<file path="src/rtl/mbist_pkg.sv">
package mbist_pkg;

  localparam int BYTE_W = 8;
  localparam int CKS_W  = 16;

  localparam logic [1:0] SEL_CTRL = 2'd0;
  localparam logic [1:0] SEL_SEED = 2'd1;
  localparam logic [1:0] SEL_CKH  = 2'd2;
  localparam logic [1:0] SEL_CKL  = 2'd3;

  typedef enum logic [1:0] {
    MODE_RAND  = 2'b00,
    MODE_ADDR  = 2'b01,
    MODE_SHIFT = 2'b10,
    MODE_RSVD  = 2'b11
  } fill_mode_e;

  typedef struct packed {
    logic [2:0] rot;
    logic       swap;
    fill_mode_e mode;
    logic       enable;
    logic       go;
  } ctrl_t;

  function automatic logic [BYTE_W-1:0] lfsr_next(input logic [BYTE_W-1:0] p);
    return {p[6:0], p[7] ^ p[5] ^ p[4] ^ p[3]};
  endfunction

  function automatic logic [BYTE_W-1:0] rotl8(input logic [BYTE_W-1:0] p,
                                              input logic [2:0] n);
    logic [2*BYTE_W-1:0] w;
    w = {p, p} << n;
    return w[2*BYTE_W-1:BYTE_W];
  endfunction

  function automatic logic [CKS_W-1:0] oc_add(input logic [CKS_W-1:0] a,
                                              input logic [CKS_W-1:0] b);
    logic [CKS_W:0] s;
    s = {1'b0, a} + {1'b0, b};
    return s[CKS_W-1:0] + {{(CKS_W-1){1'b0}}, s[CKS_W]};
  endfunction

endpackage

</file>
<file path="src/rtl/mbist_regs.sv">
module mbist_regs
  import mbist_pkg::*;
(
  input  logic              clk,
  input  logic              rst_n,
  input  logic [1:0]        reg_sel,
  input  logic              reg_we,
  input  logic [BYTE_W-1:0] reg_wdata,
  input  logic              busy,
  input  logic [CKS_W-1:0]  cks,
  output logic [BYTE_W-1:0] reg_rdata,
  output ctrl_t             cfg,
  output logic [BYTE_W-1:0] seed,
  output logic              start
);

  ctrl_t             ctrl_q, ctrl_d;
  logic [BYTE_W-1:0] seed_q, seed_d;
  logic              ctrl_en, seed_en, wr_ok;

  // next-state
  always_comb begin
    wr_ok   = reg_we && !busy;
    ctrl_en = wr_ok && (reg_sel == SEL_CTRL);
    seed_en = wr_ok && (reg_sel == SEL_SEED);
    ctrl_d  = ctrl_t'({reg_wdata[BYTE_W-1:1], 1'b0});
    seed_d  = reg_wdata;
    start   = ctrl_en && reg_wdata[1] && reg_wdata[0] &&
              (reg_wdata[3:2] != MODE_RSVD);
  end

  always_ff @(posedge clk or negedge rst_n) begin
    if (!rst_n) begin
      ctrl_q <= '0;
      seed_q <= '0;
    end else begin
      if (ctrl_en) ctrl_q <= ctrl_d;
      if (seed_en) seed_q <= seed_d;
    end
  end

  // read mux
  always_comb begin
    case (reg_sel)
      SEL_CTRL: reg_rdata = {ctrl_q.rot, ctrl_q.swap, ctrl_q.mode, ctrl_q.enable, busy};
      SEL_SEED: reg_rdata = seed_q;
      SEL_CKH:  reg_rdata = cks[CKS_W-1:BYTE_W];
      default:  reg_rdata = cks[BYTE_W-1:0];
    endcase
  end

  assign cfg  = ctrl_q;
  assign seed = seed_q;

endmodule

</file>
<file path="src/rtl/mbist_patgen.sv">
module mbist_patgen
  import mbist_pkg::*;
(
  input  logic              clk,
  input  logic              rst_n,
  input  logic              load,
  input  logic              adv,
  input  fill_mode_e        mode,
  input  logic [2:0]        rot,
  input  logic [BYTE_W-1:0] seed,
  input  logic [BYTE_W-1:0] addr_lo,
  output logic [BYTE_W-1:0] data
);

  logic [BYTE_W-1:0] pat_q, pat_d;
  logic              pat_en;

  always_comb begin
    pat_en = load || adv;
    if (load) begin
      pat_d = ((mode == MODE_RAND) && (seed == '0)) ? 8'h01 : seed;
    end else begin
      case (mode)
        MODE_RAND:  pat_d = lfsr_next(pat_q);
        MODE_SHIFT: pat_d = rotl8(pat_q, rot);
        default:    pat_d = pat_q;
      endcase
    end
  end

  always_ff @(posedge clk or negedge rst_n) begin
    if (!rst_n) pat_q <= '0;
    else if (pat_en) pat_q <= pat_d;
  end

  assign data = (mode == MODE_ADDR) ? addr_lo : pat_q;

endmodule

</file>
<file path="src/rtl/mbist_seq.sv">
module mbist_seq
  import mbist_pkg::*;
#(
  parameter int ADDR_W = 13
) (
  input  logic              clk,
  input  logic              rst_n,
  input  logic              start,
  input  logic [BYTE_W-1:0] rdata,
  output logic              busy,
  output logic              load,
  output logic              adv,
  output logic              mem_en,
  output logic              mem_we,
  output logic [ADDR_W-1:0] mem_addr,
  output logic [CKS_W-1:0]  cks
);

  localparam logic [ADDR_W-1:0] LAST = '1;

  typedef enum logic [2:0] {S_IDLE, S_PREP, S_FILL, S_READ, S_TAIL} st_e;

  st_e               st_q, st_d;
  logic [ADDR_W-1:0] cnt_q, cnt_d;
  logic              cnt_en;
  logic              rv_q, rv_d, rodd_q, rodd_d;
  logic [BYTE_W-1:0] hi_q;
  logic              hi_en;
  logic [CKS_W-1:0]  cks_q, cks_d;
  logic              cks_en;

  // next-state
  always_comb begin
    st_d   = st_q;
    cnt_d  = cnt_q;
    cnt_en = 1'b0;
    load   = 1'b0;
    adv    = 1'b0;
    mem_en = 1'b0;
    mem_we = 1'b0;
    rv_d   = 1'b0;
    rodd_d = rodd_q;
    case (st_q)
      S_IDLE: if (start) st_d = S_PREP;
      S_PREP: begin
        load   = 1'b1;
        cnt_en = 1'b1;
        cnt_d  = '0;
        st_d   = S_FILL;
      end
      S_FILL: begin
        mem_en = 1'b1;
        mem_we = 1'b1;
        adv    = 1'b1;
        cnt_en = 1'b1;
        if (cnt_q == LAST) begin
          cnt_d = '0;
          st_d  = S_READ;
        end else begin
          cnt_d = cnt_q + ADDR_W'(1);
        end
      end
      S_READ: begin
        mem_en = 1'b1;
        rv_d   = 1'b1;
        rodd_d = cnt_q[0];
        cnt_en = 1'b1;
        if (cnt_q == LAST) begin
          cnt_d = '0;
          st_d  = S_TAIL;
        end else begin
          cnt_d = cnt_q + ADDR_W'(1);
        end
      end
      S_TAIL:  st_d = S_IDLE;
      default: st_d = S_IDLE;
    endcase
  end

  // checksum fold
  always_comb begin
    hi_en  = rv_q && !rodd_q;
    cks_en = (st_q == S_PREP) || (rv_q && rodd_q);
    cks_d  = (st_q == S_PREP) ? '0 : oc_add(cks_q, {hi_q, rdata});
  end

  always_ff @(posedge clk or negedge rst_n) begin
    if (!rst_n) begin
      st_q   <= S_IDLE;
      cnt_q  <= '0;
      rv_q   <= 1'b0;
      rodd_q <= 1'b0;
      hi_q   <= '0;
      cks_q  <= '0;
    end else begin
      st_q   <= st_d;
      rv_q   <= rv_d;
      rodd_q <= rodd_d;
      if (cnt_en) cnt_q <= cnt_d;
      if (hi_en)  hi_q  <= rdata;
      if (cks_en) cks_q <= cks_d;
    end
  end

  assign busy     = (st_q != S_IDLE);
  assign mem_addr = cnt_q;
  assign cks      = cks_q;

endmodule

</file>
<file path="src/rtl/mbist_portmux.sv">
module mbist_portmux
  import mbist_pkg::*;
#(
  parameter int ADDR_W = 13
) (
  input  logic              swap,
  input  logic              dma_en,
  input  logic              dma_we,
  input  logic [ADDR_W-1:0] dma_addr,
  input  logic [BYTE_W-1:0] dma_wdata,
  output logic [BYTE_W-1:0] dma_rdata,
  input  logic              eng_en,
  input  logic              eng_we,
  input  logic [ADDR_W-1:0] eng_addr,
  input  logic [BYTE_W-1:0] eng_wdata,
  output logic [BYTE_W-1:0] eng_rdata,
  output logic              a_en,
  output logic              a_we,
  output logic [ADDR_W-1:0] a_addr,
  output logic [BYTE_W-1:0] a_wdata,
  input  logic [BYTE_W-1:0] a_rdata,
  output logic              b_en,
  output logic              b_we,
  output logic [ADDR_W-1:0] b_addr,
  output logic [BYTE_W-1:0] b_wdata,
  input  logic [BYTE_W-1:0] b_rdata
);

  always_comb begin
    if (swap) begin
      a_en = eng_en;  a_we = eng_we;  a_addr = eng_addr;  a_wdata = eng_wdata;
      b_en = dma_en;  b_we = dma_we;  b_addr = dma_addr;  b_wdata = dma_wdata;
      dma_rdata = b_rdata;
      eng_rdata = a_rdata;
    end else begin
      a_en = dma_en;  a_we = dma_we;  a_addr = dma_addr;  a_wdata = dma_wdata;
      b_en = eng_en;  b_we = eng_we;  b_addr = eng_addr;  b_wdata = eng_wdata;
      dma_rdata = a_rdata;
      eng_rdata = b_rdata;
    end
  end

endmodule

</file>
<file path="src/rtl/mbist_top.sv">
module mbist_top
  import mbist_pkg::*;
#(
  parameter int ADDR_W = 13
) (
  input  logic              clk,
  input  logic              rst_n,
  input  logic [1:0]        reg_sel,
  input  logic              reg_we,
  input  logic [7:0]        reg_wdata,
  output logic [7:0]        reg_rdata,
  input  logic              dma_en,
  input  logic              dma_we,
  input  logic [ADDR_W-1:0] dma_addr,
  input  logic [7:0]        dma_wdata,
  output logic [7:0]        dma_rdata,
  output logic              ram_a_en,
  output logic              ram_a_we,
  output logic [ADDR_W-1:0] ram_a_addr,
  output logic [7:0]        ram_a_wdata,
  input  logic [7:0]        ram_a_rdata,
  output logic              ram_b_en,
  output logic              ram_b_we,
  output logic [ADDR_W-1:0] ram_b_addr,
  output logic [7:0]        ram_b_wdata,
  input  logic [7:0]        ram_b_rdata
);

  logic [1:0]        rs_q;
  logic              rst_sync_n;
  ctrl_t             cfg;
  logic [BYTE_W-1:0] seed;
  logic              start, busy, load, adv;
  logic [CKS_W-1:0]  cks;
  logic              eng_en, eng_we;
  logic [ADDR_W-1:0] eng_addr;
  logic [BYTE_W-1:0] eng_wdata, eng_rdata;

  // asynchronous assert, synchronous release
  always_ff @(posedge clk or negedge rst_n) begin
    if (!rst_n) rs_q <= '0;
    else        rs_q <= {rs_q[0], 1'b1};
  end
  assign rst_sync_n = rs_q[1];

  mbist_regs u_regs (
    .clk       (clk),
    .rst_n     (rst_sync_n),
    .reg_sel   (reg_sel),
    .reg_we    (reg_we),
    .reg_wdata (reg_wdata),
    .busy      (busy),
    .cks       (cks),
    .reg_rdata (reg_rdata),
    .cfg       (cfg),
    .seed      (seed),
    .start     (start)
  );

  mbist_seq #(.ADDR_W(ADDR_W)) u_seq (
    .clk      (clk),
    .rst_n    (rst_sync_n),
    .start    (start),
    .rdata    (eng_rdata),
    .busy     (busy),
    .load     (load),
    .adv      (adv),
    .mem_en   (eng_en),
    .mem_we   (eng_we),
    .mem_addr (eng_addr),
    .cks      (cks)
  );

  mbist_patgen u_pat (
    .clk     (clk),
    .rst_n   (rst_sync_n),
    .load    (load),
    .adv     (adv),
    .mode    (cfg.mode),
    .rot     (cfg.rot),
    .seed    (seed),
    .addr_lo (eng_addr[BYTE_W-1:0]),
    .data    (eng_wdata)
  );

  mbist_portmux #(.ADDR_W(ADDR_W)) u_mux (
    .swap      (cfg.swap),
    .dma_en    (dma_en),
    .dma_we    (dma_we),
    .dma_addr  (dma_addr),
    .dma_wdata (dma_wdata),
    .dma_rdata (dma_rdata),
    .eng_en    (eng_en),
    .eng_we    (eng_we),
    .eng_addr  (eng_addr),
    .eng_wdata (eng_wdata),
    .eng_rdata (eng_rdata),
    .a_en      (ram_a_en),
    .a_we      (ram_a_we),
    .a_addr    (ram_a_addr),
    .a_wdata   (ram_a_wdata),
    .a_rdata   (ram_a_rdata),
    .b_en      (ram_b_en),
    .b_we      (ram_b_we),
    .b_addr    (ram_b_addr),
    .b_wdata   (ram_b_wdata),
    .b_rdata   (ram_b_rdata)
  );

endmodule

</file>
<file path="config.mk">
export PLATFORM = sky130hd
export DESIGN_NAME = mbist_top
export DESIGN_NICKNAME = d
export VERILOG_FILES = /design/src/rtl/mbist_pkg.sv /design/src/rtl/mbist_regs.sv /design/src/rtl/mbist_patgen.sv /design/src/rtl/mbist_seq.sv /design/src/rtl/mbist_portmux.sv /design/src/rtl/mbist_top.sv
export SDC_FILE = /design/constraint.sdc
export NUM_CORES = 1
export LEC_CHECK = 0
export ABC_AREA = 1
export CORE_MARGIN = 4
export CORE_UTILIZATION = 40
export DETAILED_ROUTE_END_ITERATION = 7
export GPL_ROUTABILITY_DRIVEN = 0
export PLACE_DENSITY = 0.65
export SYNTH_ARGS = -nofsm -noshare
export SYNTH_HDL_FRONTEND = slang
export SYNTH_SLANG_ARGS = --single-unit
</file>
<file path="constraint.sdc">
create_clock -name clk -period 2.6 [get_ports clk]
set_clock_uncertainty 0.2 [all_clocks]
set_input_delay 0.39 -clock clk [delete_from_list [all_inputs] [get_ports clk]]
set_output_delay 0.39 -clock clk [all_outputs]
set_load 0.05 [all_outputs]
</file>
==> After elaboration in Yosys (flattened, before gate mapping) <==
Cells that the tools add are included.
{ "totals": {"romBits": 0, "output_inout_bits": 62, "ram_bits": 0, "reg_bits": 67, "mem_count": 0, "input_bits": 52, "latch_bits": 0, "word_cells": 84} }
{ "op_classes": {"reduce_logical": 25, "n_mux": 27, "add_sub_neg": 3, "div_mod_pow": 0, "eq_ne": 12, "shifts": 1, "magnitude_cmp": 0, "bitwise_logic": 3, "mul": 0} }
{ "ops": {"columns": ["operator", "count"], "rows": [
  ["2-to-1 mux 8 bit", 7],
  ["2-to-1 mux 13 bit", 3],
  ["one-hot mux 13 bit (2 select lines)", 1],
  ["one-hot mux 8 bit (3 select lines)", 1],
  ["adder 16 x 16 -> 17 bit", 1],
  ["adder 16 x 1 -> 16 bit", 1],
  ["2-to-1 mux 16 bit", 1],
  ["one-hot mux 8 bit (2 select lines)", 1],
  ["<< shifter 16 x 3 -> 16 bit", 1],
  ["adder 13 x 1 -> 13 bit, second input constant", 1],
  ["== test 13 bit, second input constant", 1],
  ["one-hot mux 3 bit (4 select lines)", 1],
  ["logical AND 1 bit", 9],
  ["2-to-1 mux 1 bit", 9],
  ["2-to-1 mux 3 bit", 3],
  ["zero test 8 bit", 1],
  ["== test 3 x 2 -> 1 bit, second input constant", 2],
  ["nonzero test 3 bit", 2],
  ["== test 2 x 1 -> 1 bit, second input constant", 2],
  ["== test 2 bit, second input constant", 2],
  ["zero test 2 bit", 2],
  ["!= test 2 x 1 -> 1 bit, second input constant", 2],
  ["!= test 2 bit, second input constant", 2],
  ["AND reduction 2 bit", 2],
  ["9 further kinds", 13]
]} }

==> Longest topological paths before layout <==
Gate-level depths: netlist of the first run.
{ "depth": {"word_depth": 9, "mapped_depth": 28, "depth_no_buf": 26} }

==> Hierarchy <==
Synthesis of the first run repeated with hierarchy kept, for this count alone.
{ "hier_totals": {"cells_unflattened": 964, "area_unflattened_um2": 6042.0} }
{ "modules_own_cells": {"columns": ["module", "seq_area_each_um2", "area_each_um2", "cells_per_inst", "instances"], "rows": [
  ["mbist_seq", 1051.0, 3201.8, 459, 1],
  ["mbist_patgen", 200.2, 1032.2, 183, 1],
  ["mbist_regs", 375.4, 923.4, 119, 1],
  ["mbist_portmux", 0.0, 830.8, 200, 1],
  ["mbist_top", 50.0, 53.8, 3, 1]
]} }

==> Worst setup path after synthesis of the first run <==
Ideal clock, no wire load.
{ "synth_timing": {"path_type": "register to register", "startpoint": "reg u_regs.ctrl_q, in the netlist u_regs.cfg[4]", "endpoint": "reg u_seq.cks_q[15] (netlist: u_seq.cks[15])", "setup_time_ns": 0.119, "stages_incl_launch_ff": 27, "period_less_slack_ns": 3.650, "required_time_ns": 2.281, "arrival_time_ns": 3.331, "slack_ns": -1.050, "path_buffers": 2, "path_cell_list": "dfrtp_1 > clkbuf_1 > inv_2 > clkbuf_1 > o21ai_0 > ha_1 > fa_1 > nand3_1 > nand2_1 > nand2_1 > nand2_2 > nand2_1 > nand2_1 > a21oi_1 > o21bai_1 > ha_1 > nand2_1 > nor2_4 > nand3_2 > nor2_4 > nand2_4 > nor2_4 > nand2_2 > nor2_4 > nand3_1 > nand3_1 > nand2_1"} }
{ "synth_via": {"elab_chain_len": 4} }
{ "synth_lines": {"columns": ["item", "line_no", "rtl"], "rows": [
  ["start: declaration", "mbist_regs.sv:17", "ctrl_t ctrl_q, ctrl_d;"],
  ["start signal: assignment", "mbist_regs.sv:37", "if (ctrl_en) ctrl_q <= ctrl_d;"],
  ["2-to-1 mux 8 bit", "mbist_portmux.sv:30", "if (swap) begin"],
  ["via eng_rdata[0]", "mbist_top.sv:37", "logic [BYTE_W-1:0] eng_wdata, eng_rdata;"],
  ["adder 16 x 16 -> 17 bit", "mbist_pkg.sv:40", "s = {1'b0, a} + {1'b0, b};"],
  ["adder 16 x 1 -> 16 bit", "mbist_pkg.sv:41", "return s[CKS_W-1:0] + {{(CKS_W-1){1'b0}}, s[CKS_W]};"],
  ["2-to-1 mux 16 bit", "mbist_seq.sv:84", "cks_d = (st_q == S_PREP) ? '0 : oc_add(cks_q, {hi_q, rdata});"],
  ["end signal: assignment", "mbist_seq.sv:101", "if (cks_en) cks_q <= cks_d;"],
  ["end: declaration", "mbist_seq.sv:29", "logic [CKS_W-1:0] cks_q, cks_d;"]
]} }
The timed path passes the listed nets, and every way through them passes these cells.
A chain may end at the register's enable or synchronous reset.

==> Worst setup path after layout of the first run <==
Same ends and word-level chain as after synthesis.

==> results.yml, run 1 <==
outcome:
  status: "finished, violations left"
  violations: "setup timing"
clocking:
  clock_latency_ps: 330
  cts.clk_slew.worst_paths_ps: 60
  cts_tree: "built"
  htreeDepth: 3
  clock_path_buffers: 2
  cts.sinks: 67
  cts_buffers: 9
  root_buffer: "clkbuf_16"
setup_path:
  crit_family: "simple AND/OR/NAND/NOR gates"
  startpoint: "u_regs.cfg[4]"
  critPathKind: "reg2reg"
  crit_top_cell: "nand2_2"
  start_kind: "flop"
  timing.critical_path.buf_inv: 2
  required_ps: 2670
  worst-path-max-fanout: 5
  slowest_delay_ps: 490
  slowest_stage: "dfrtp_2"
  crit_arrival_ps: 3520
  timing.rr.start: "u_regs.cfg[4]"
  crit_path_end_kind: "flop"
routing:
  detail-route-antenna-nets: 0
  wirelength_mm: 18.13
  routed_via_density: 5.002
  wire_per_inst_um: 14.91
  first_iter_violations: 449
  drt_first_pass_iters: 5
  dr_total_vias: 6082
  drc: 0
logic_synthesis:
  ys.flop_type: "dfrtp_1"
  synth_top_family_by_area: "simple AND/OR/NAND/NOR gates"
  synth_fa_ha_area_share_pct: 4.750
  synthesis.nets: 908
  ys_warn_count: 0
  yosysTopAreaCellShare_pct: 30.90
  synthSimpleGateAreaFrac_pct: 29.05
  ys_seq_area_share_pct: 30.90
  async_reset_ff_share_pct: 100.0
  synthXorXnorAreaFrac_pct: 1.775
  syn_inst: 836
  synth_area_leaders: "dfrtp_1 (31%), nand2_1 (17%), o21ai_0 (13%)"
  synth_edf_count: 0
  muxShareOfSynthArea_pct: 2.813
  yosys.area.top_type: "dfrtp_1"
  synth_area_per_cell_um2: 6.491
  syn_area_mm2: 0.005426
  yosysUniqueCellTypes: 41
  ys_seq_elements: 67
  synth_compound_area_share_pct: 20.08
sta:
  timing.hold.ws_ps: 15.65
  fin_crit_sh_pct: 132.6
  slew_headroom_pct: 41.69
  hold_violations: 0
  tightest_slew_ps: 874.6
  rsz0062_at_grt: "true"
  setup_tns_ps: -9829
  slew_violations: 0
  period_needed_ps: 3448
  finalSetupViolCount: 16
  max_freq_ghz: 0.2900
  worst_slack_ps: -847.9
layout:
  syn_to_final_growth_pct: 57.83
  fin_area_mm2: 0.008564
  diodes: 0
  fin_nets: 1107
  final_common_cell: "nand2_1"
  fillers: 1158
  drive_gt1_share_pct: 25.19
  layout_common_cells: "nand2_1 (230), o21ai_0 (126), inv_1 (119)"
placement:
  dpl_cell_area_mm2: 0.007936
  io_buffers: 113
  pre_cts_ws_ps: -1197
  dpl.hpwl_mm: 14.16
power:
  power_frac_seq_pct: 14.9
  p_sw_mw: 6.553
  peakVddDrop_mv: 0.7926
  share_comb_of_total_power_pct: 75.8
  p_int_mw: 6.371
  power_frac_clock_pct: 9.4
  p_sw_share_pct: 50.70
  leakagePower_nw: 4.163
  p_per_area_mw_per_mm2: 1509
global_route:
  antenna_found_initial: 0
  grt_usage_pct: 22.90
  grt_start_max_net_pins: 63
  first_global_vias: 5818
  grt_first_pass_wirelength_mm: 29.01
  overflow: 0
die:
  coreArea_mm2: 0.01324
  die_y_um: 124.5
  die_w_um: 124.5
  start_util_pct: 40.98
  pin_count: 114
  rows: 42
  die_area_mm2: 0.01549
hold_path:
  hold_class: "in2async"
job:
  cap_violations: 0
metal layers:
metal | wire length [µm] | GRT usage (%) | up-vias
met4 | 415 | 7.544 | 0
met2 | 9030 | 39.73 | 155
met3 | 730 | 3.388 | 26
li1 | - | - | 3121
met1 | 7957 | 29.22 | 2780
met5 | 0 | 0 | -
cell type report:
class                           count  area, µm²  share of cell area (%)
Clock inverter                      5      52.55                  0.6136
Inverter                          127      481.7                   5.625
Clock buffer                       11      242.7                   2.834
Sequential cell                    67       1679                   19.61
Multi-Input combinational cell    617       3377                   39.43
Tap cell                          176      220.2                   2.571
Timing Repair inverter              2      12.51                  0.1461
Timing Repair Buffer              211       2499                   29.17
worst paths after layout:
path	endpoint	slack (ps)	cells after the start
setup / recovery	u_seq.cks[15]	-850	26
hold / removal	rs_q[0]	20	1
setup reg to reg	u_seq.cks[15]	-850	26
hold reg to reg	rs_q[1]	150	0
max in group asynchronous	u_regs.seed[0]	1270	1
min in group clk	rs_q[1]	150	0
flip-flops by register name, indices dropped and copies added, names as in the netlist:
| register | flops |
|---|---|
| u_regs.cfg | 7 |
| rs_q | 2 |
| u_seq.rodd_q | 1 |
| u_seq.mem_addr | 13 |
| u_pat.pat_q | 8 |
| u_regs.seed | 8 |
| u_seq.rv_q | 1 |
| u_seq.hi_q | 8 |
| u_seq.st_q | 3 |
| u_seq.cks | 16 |
per-stage QoR:
stage	power [mW]	utilization, %	std cells
after CTS	12.70	63.73	1212
after global routing	13.85	64.67	1216
after detailed placement	11.16	59.93	1180
after floorplan	7.064	-	836
after global placement	11.07	59.93	1180
final	12.92	64.67	1216
timing repair:
action / CTS / global route
setup buffers: 14 / 5
hold buffers: 0 / 0
resized for setup: 22 / 27
pin swaps: 13 / 17
gates cloned: 2 / 0
setup endpoints to repair: 18 / 23
worst reg2reg max path: stages, from the launching register on:
cell	delay [ps]
dfrtp_2	490
inv_4	80
buf_6	120
o21ai_4	130
ha_2	210
fa_2	210
nand3_2	80
nand2_2	70
nand2_2	60
nand2_2	70
nand2_2	70
nand2_2	90
a21oi_2	60
o21bai_2	140
ha_2	210
nand2_2	70
nor2_4	120
nand3_4	90
nor2_4	130
nand2_4	90
nor2_4	120
nand2_1	80
nor2_1	90
nand2_1	80
nand2_1	100
nand3_2	60
nand2_1	60
synthesized netlist by cell type, drive strengths merged, types with 4 or more instances:
library cell / number
nand2: 255
xor2: 8
mux2i: 4
nor2: 55
buf: 5
mux2: 10
a31oi: 5
dfrtp: 67
inv: 125
o22ai: 16
nand4: 7
ha: 19
nand3: 34
nor3: 11
o21ai: 141
a21oi: 32
clkbuf: 20
power by group through the flow:
stage / sequential (mW) / combinational, mW / clock, mW
2_1_floorplan: 1.67 / 5.40 / 0
3_3_place_gp: 1.89 / 9.17 / 0
3_5_place_dp: 1.90 / 9.26 / 0
4_1_cts: 1.91 / 9.57 / 1.22
5_1_grt: 1.97 / 10.6 / 1.27
6_report: 1.93 / 9.79 / 1.21
cells by family (layout without fill, tap and decap cells):
logic type               Yosys count  after routing
AO/OA/AOI/OAI                    203            203
XOR/XNOR                          11             11
adder cells (fa/ha/maj)           20             20
buffers and inverters            152            356
flip-flops                        67             67
multiplexers                      14             14
other                              1              1
AND/OR/NAND/NOR                  368            368
(Power assumes the default switching activity.)
==> run 2, diff against run 1 <==
GPL_TIMING_DRIVEN = 0   (was default)
==> results.yml, run 2 (synthesized netlist as in run 1, its figures left out) <==
outcome:
  status: "finished, violations left"
  violations: "setup timing"
routing:
  drc: 0
  routed_via_density: 5.160
  drt_first_pass_iters: 5
  wirelength_mm: 18.37
  detail-route-antenna-nets: 0
  dr_total_vias: 6078
  wire_per_inst_um: 15.59
  first_iter_violations: 485
die:
  die_area_mm2: 0.01549
  rows: 42
  die_w_um: 124.5
  pin_count: 114
  start_util_pct: 40.98
  coreArea_mm2: 0.01324
  die_y_um: 124.5
clocking:
  cts.clk_slew.worst_paths_ps: 60
  cts.sinks: 67
  clock_latency_ps: 340
  htreeDepth: 3
  cts_hold_buf: 0
  cts_buffers: 9
  clock_path_buffers: 2
  root_buffer: "clkbuf_16"
  cts_tree: "built"
placement:
  dpl.hpwl_mm: 13.90
  pre_cts_ws_ps: -1678
  dpl_cell_area_mm2: 0.006824
  io_buffers: 112
  dp.cells: 1124
global_route:
  first_global_vias: 5638
  antenna_found_initial: 0
  overflow: 0
  grt_first_pass_wirelength_mm: 28.86
  grt_start_max_net_pins: 66
  grt_usage_pct: 22.94
power:
  p_per_area_mw_per_mm2: 1478
  leakagePower_nw: 3.727
  peakVddDrop_mv: 0.6808
layout:
  multi_input_area_mm2: 0.003523
  drive_gt1_share_pct: 23.15
  fillers: 1320
  fin_nets: 1069
  syn_to_final_growth_pct: 43.53
  diodes: 0
  layout_common_cells: "nand2_1 (223), inv_1 (117), o21ai_0 (116)"
  fin_area_mm2: 0.007789
  seq_area_mm2: 0.001680
  final_common_cell: "nand2_1"
  fin_cells: 1178
  largest_reg_flops: 16
sta:
  max_freq_ghz: 0.2835
  tightest_slew_ps: 877.7
  slew_headroom_pct: 41.49
  timing.hold.ws_ps: 12.53
  worst_slack_ps: -926.9
  slew_violations: 0
  period_needed_ps: 3527
  hold_violations: 0
  rsz0062_at_grt: "true"
  finalSetupViolCount: 16
  fin_crit_sh_pct: 135.6
hold_path:
  hold_class: "in2async"
setup_path:
  crit_path_end_kind: "flop"
  worst-path-max-fanout: 6
  crit_arrival_ps: 3530
  critPathKind: "reg2reg"
  start_kind: "flop"
  required_ps: 2600
job:
  cap_violations: 0
==> run 2: changes by cell type in the layout (fill, tap and decap cells not counted), sizes merged <==
cell / change
inv: -3
clkbuf: +27
clkinvlp: -1
bufinv: +2
dlygate4sd2: +2
buf: -104
clkdlybuf4s15: +40
clkdlybuf4s50: -1
==> run 2: report_power, final <==
| group | internal, mW | leakage [nW] | switching, mW |
|---|---|---|---|
| clock | 0.960 | 0.169 | 0.453 |
| sequential | 1.45 | 0.840 | 0.368 |
| combinational | 2.69 | 2.72 | 5.59 |
==> run 2: metal layers <==
metal / track usage [%] / up-vias / share of wire (%)
met4: 6.383 / 0 / 1.8
met2: 39.79 / 153 / 50
met1: 29.34 / 2857 / 44
met3: 4.031 / 18 / 4.0
met5: 0 / - / 0
li1: - / 3050 / -
==> run 2: layout make-up <==
type | instances | area share, %
repair buffers | 150 | 17.77
flip-flops and latches | 67 | 21.57
clock inverters | 5 | 1.285
inverters | 127 | 6.281
clock buffers | 11 | 3.116
multi-input cells | 617 | 45.24
plain buffers | 25 | 1.912
well taps | 176 | 2.827
==> run 2: worst paths after layout <==
kind | startpoint | to | slack, ps | depth (start not counted)
worst max-delay path | u_regs.cfg[4] | u_seq.cks[5] | -930 | 26
worst min-delay path | rst_n | rs_q[1] | 10 | 1
worst max register to register | u_regs.cfg[4] | u_seq.cks[5] | -930 | 26
worst min register to register | rs_q[0] | rs_q[1] | 150 | 0
max in group asynchronous | rs_q[1] | u_pat.pat_q[5] | 1380 | 0
min in group clk | rs_q[0] | rs_q[1] | 150 | 0
==> run 2: worst max-delay path: stages, from the launching register on <==
cell and delay (ps):
dfrtp_1 350, buf_8 120, clkinv_8 60, clkbuf_16 160, nand2_4 60, o21ai_4 60, ha_4 170, fa_2 380
nand3_2 90, nand2_2 60, nand2_2 80, nand2_4 70, nand2_4 70, nand2_2 50, a21oi_2 180, o21bai_4 120
buf_4 150, ha_4 150, nand2_2 70, inv_2 40, nand2_1 70, nor3_2 60, buf_4 120, buf_4 120
buf_4 130, xnor2_2 110, o22ai_1 70
==> run 2: what timing repair did <==
action / in CTS / in global routing
buffers inserted: 28 / 9
cloned: 1 / 0
endpoints found under the setup margin: 78 / 62
pin swaps: 29 / 25
gates resized for setup: 298 / 90
==> run 2: through the flow <==
stage	TNS (ps)	total power, mW	utilization, %
after floorplan	-8134	7.064	-
after global placement	-63400	9.164	51.50
after detailed placement	-32730	9.234	51.53
after CTS	-10880	10.98	56.94
after global routing	-14210	12.36	58.82
final	-11940	11.51	58.82
==> run 3, diff against run 2 <==
CORE_UTILIZATION = 52   (was 40)
GPL_ROUTABILITY_DRIVEN = default   (was 0)
PLACE_DENSITY = 0.81   (was 0.65)
==> results.yml, run 3 (synthesized netlist as in run 1, its figures left out) <==
layout:
  diodes: 0
  seq_area_mm2: 0.001680
  utilization_pct: 75.76
  multi_input_area_mm2: 0.003543
  largest_reg_flops: 16
  fillers: 753
  syn_to_final_growth_pct: 42.84
  fin_area_mm2: 0.007751
  drive_gt1_share_pct: 24.09
  final_common_cell: "nand2_1"
  fin_nets: 1088
  layout_common_cells: "nand2_1 (225), inv_1 (120), o21ai_0 (117)"
sta:
  fin_crit_sh_pct: 151.8
  finalSetupViolCount: 18
  worst_slack_ps: -1346
  timing.hold.ws_ps: 159.2
  hold_violations: 0
  max_freq_ghz: 0.2534
  period_needed_ps: 3946
  rsz0062_at_grt: "true"
  slew_violations: 0
  slew_headroom_pct: 40.45
  tightest_slew_ps: 889.9
die:
  pin_count: 114
  coreArea_mm2: 0.01023
  die_area_mm2: 0.01213
  start_util_pct: 53.04
  die_w_um: 110.2
  die_y_um: 110.2
  rows: 37
placement:
  dpl_cell_area_mm2: 0.006774
  io_buffers: 112
  place_congestion: 0.9622
  dpl.hpwl_mm: 13.07
  pre_cts_ws_ps: -1550
routing:
  wirelength_mm: 22.31
  wire_per_inst_um: 19.29
  first_iter_violations: 943
  routed_via_density: 6.029
  drc: 0
  dr_total_vias: 6976
  drt_first_pass_iters: 6
  detail-route-antenna-nets: 0
setup_path:
  crit_path_end_kind: "flop"
  start_kind: "flop"
  crit_family: "simple AND/OR/NAND/NOR gates"
  crit_arrival_ps: 4000
  critPathKind: "reg2reg"
  slowest_stage: "dfrtp_1"
  crit_top_cell: "nand2_4"
  required_ps: 2650
  worst-path-max-fanout: 7
  timing.critical_path.buf_inv: 3
  slowest_delay_ps: 390
power:
  power_mw: 11.92
  leakagePower_nw: 3.831
  p_per_area_mw_per_mm2: 1538
  peakVddDrop_mv: 0.8907
clocking:
  clock_latency_ps: 360
  cts_buffers: 9
  cts.sinks: 67
  clock_path_buffers: 2
  htreeDepth: 3
  cts_tree: "built"
  root_buffer: "clkbuf_8"
  cts.clk_slew.worst_paths_ps: 80
outcome:
  status: "finished, violations left"
  violations: "setup timing"
global_route:
  first_global_vias: 6015
  grt_first_pass_wirelength_mm: 29.95
  grt_usage_pct: 31.99
  overflow: 0
  antenna_found_initial: 0
  grt_start_max_net_pins: 66
job:
  cap_violations: 0
hold_path:
  hold_class: "reg2reg"
-- run 3: cell type report --
type                    count  share of cell area (%)
plain buffers              24                   1.905
clock buffers              12                   2.131
clock inverters             4                  0.6134
inverters                 127                   6.344
multi-input cells         617                   45.71
flip-flops and latches     67                   21.68
well taps                 136                   2.195
repair buffers            170                   19.42
-- run 3: layer usage --
metal / track usage, % / part of all wire, % / vias up
met5: 0 / 0 / -
met4: 14.51 / 7.1 / 0
met3: 5.416 / 9.7 / 167
met2: 54.29 / 47 / 547
met1: 39.84 / 37 / 3182
li1: - / - / 3080
-- run 3: what timing repair did --
action / 4_1_cts / 5_1_grt
hold buffers: 1 / 0
endpoints found under the hold margin: 2 / 0
endpoints found under the setup margin: 78 / 63
pin swaps: 22 / 19
cloned: 1 / 0
resized for setup: 289 / 141
setup buffers: 39 / 18
-- run 3: final timing paths --
kind                               start              to  slack [ps]  cells past startpoint
max                        u_regs.cfg[4]   u_seq.cks[11]       -1350                     27
min                              rs_q[0]         rs_q[1]         160                      0
max reg2reg                u_regs.cfg[4]   u_seq.cks[11]       -1350                     27
min reg2reg                      rs_q[0]         rs_q[1]         160                      0
max in group asynchronous        rs_q[1]  u_pat.pat_q[0]        1370                      0
min in group asynchronous        rs_q[1]   u_seq.hi_q[2]         250                      0
-- run 3: through the flow --
step,instances,TNS (ps)
2_1_floorplan,836,-8134
3_3_place_gp,1084,-53010
3_5_place_dp,1084,-29450
4_1_cts,1141,-10910
5_1_grt,1157,-18830
6_report,1157,-17120
-- run 3: worst register-to-register path: stages (launching register included) --
cell	delay, ps
dfrtp_1	390
buf_8	140
clkinv_8	70
clkbuf_16	150
nand2_4	50
o21ai_4	80
ha_4	180
fa_2	220
nand3_2	120
nand2_2	140
nand2_4	90
nand2_4	100
nand2_4	60
nand2_4	80
a21oi_4	60
o21bai_4	250
ha_4	200
nand2_4	50
nor2_4	130
nand3_4	150
nor2_4	200
nand2_4	100
nor2_4	140
nand2_4	80
nor2_4	110
nor2_1	70
o21ai_1	130
nand2_1	80
-- run 3: power by group --
part | total [mW] | switching, mW | internal [mW]
combinational | 9.09 | 6.23 | 2.85
sequential | 1.85 | 0.406 | 1.45
clock | 0.979 | 0.460 | 0.519
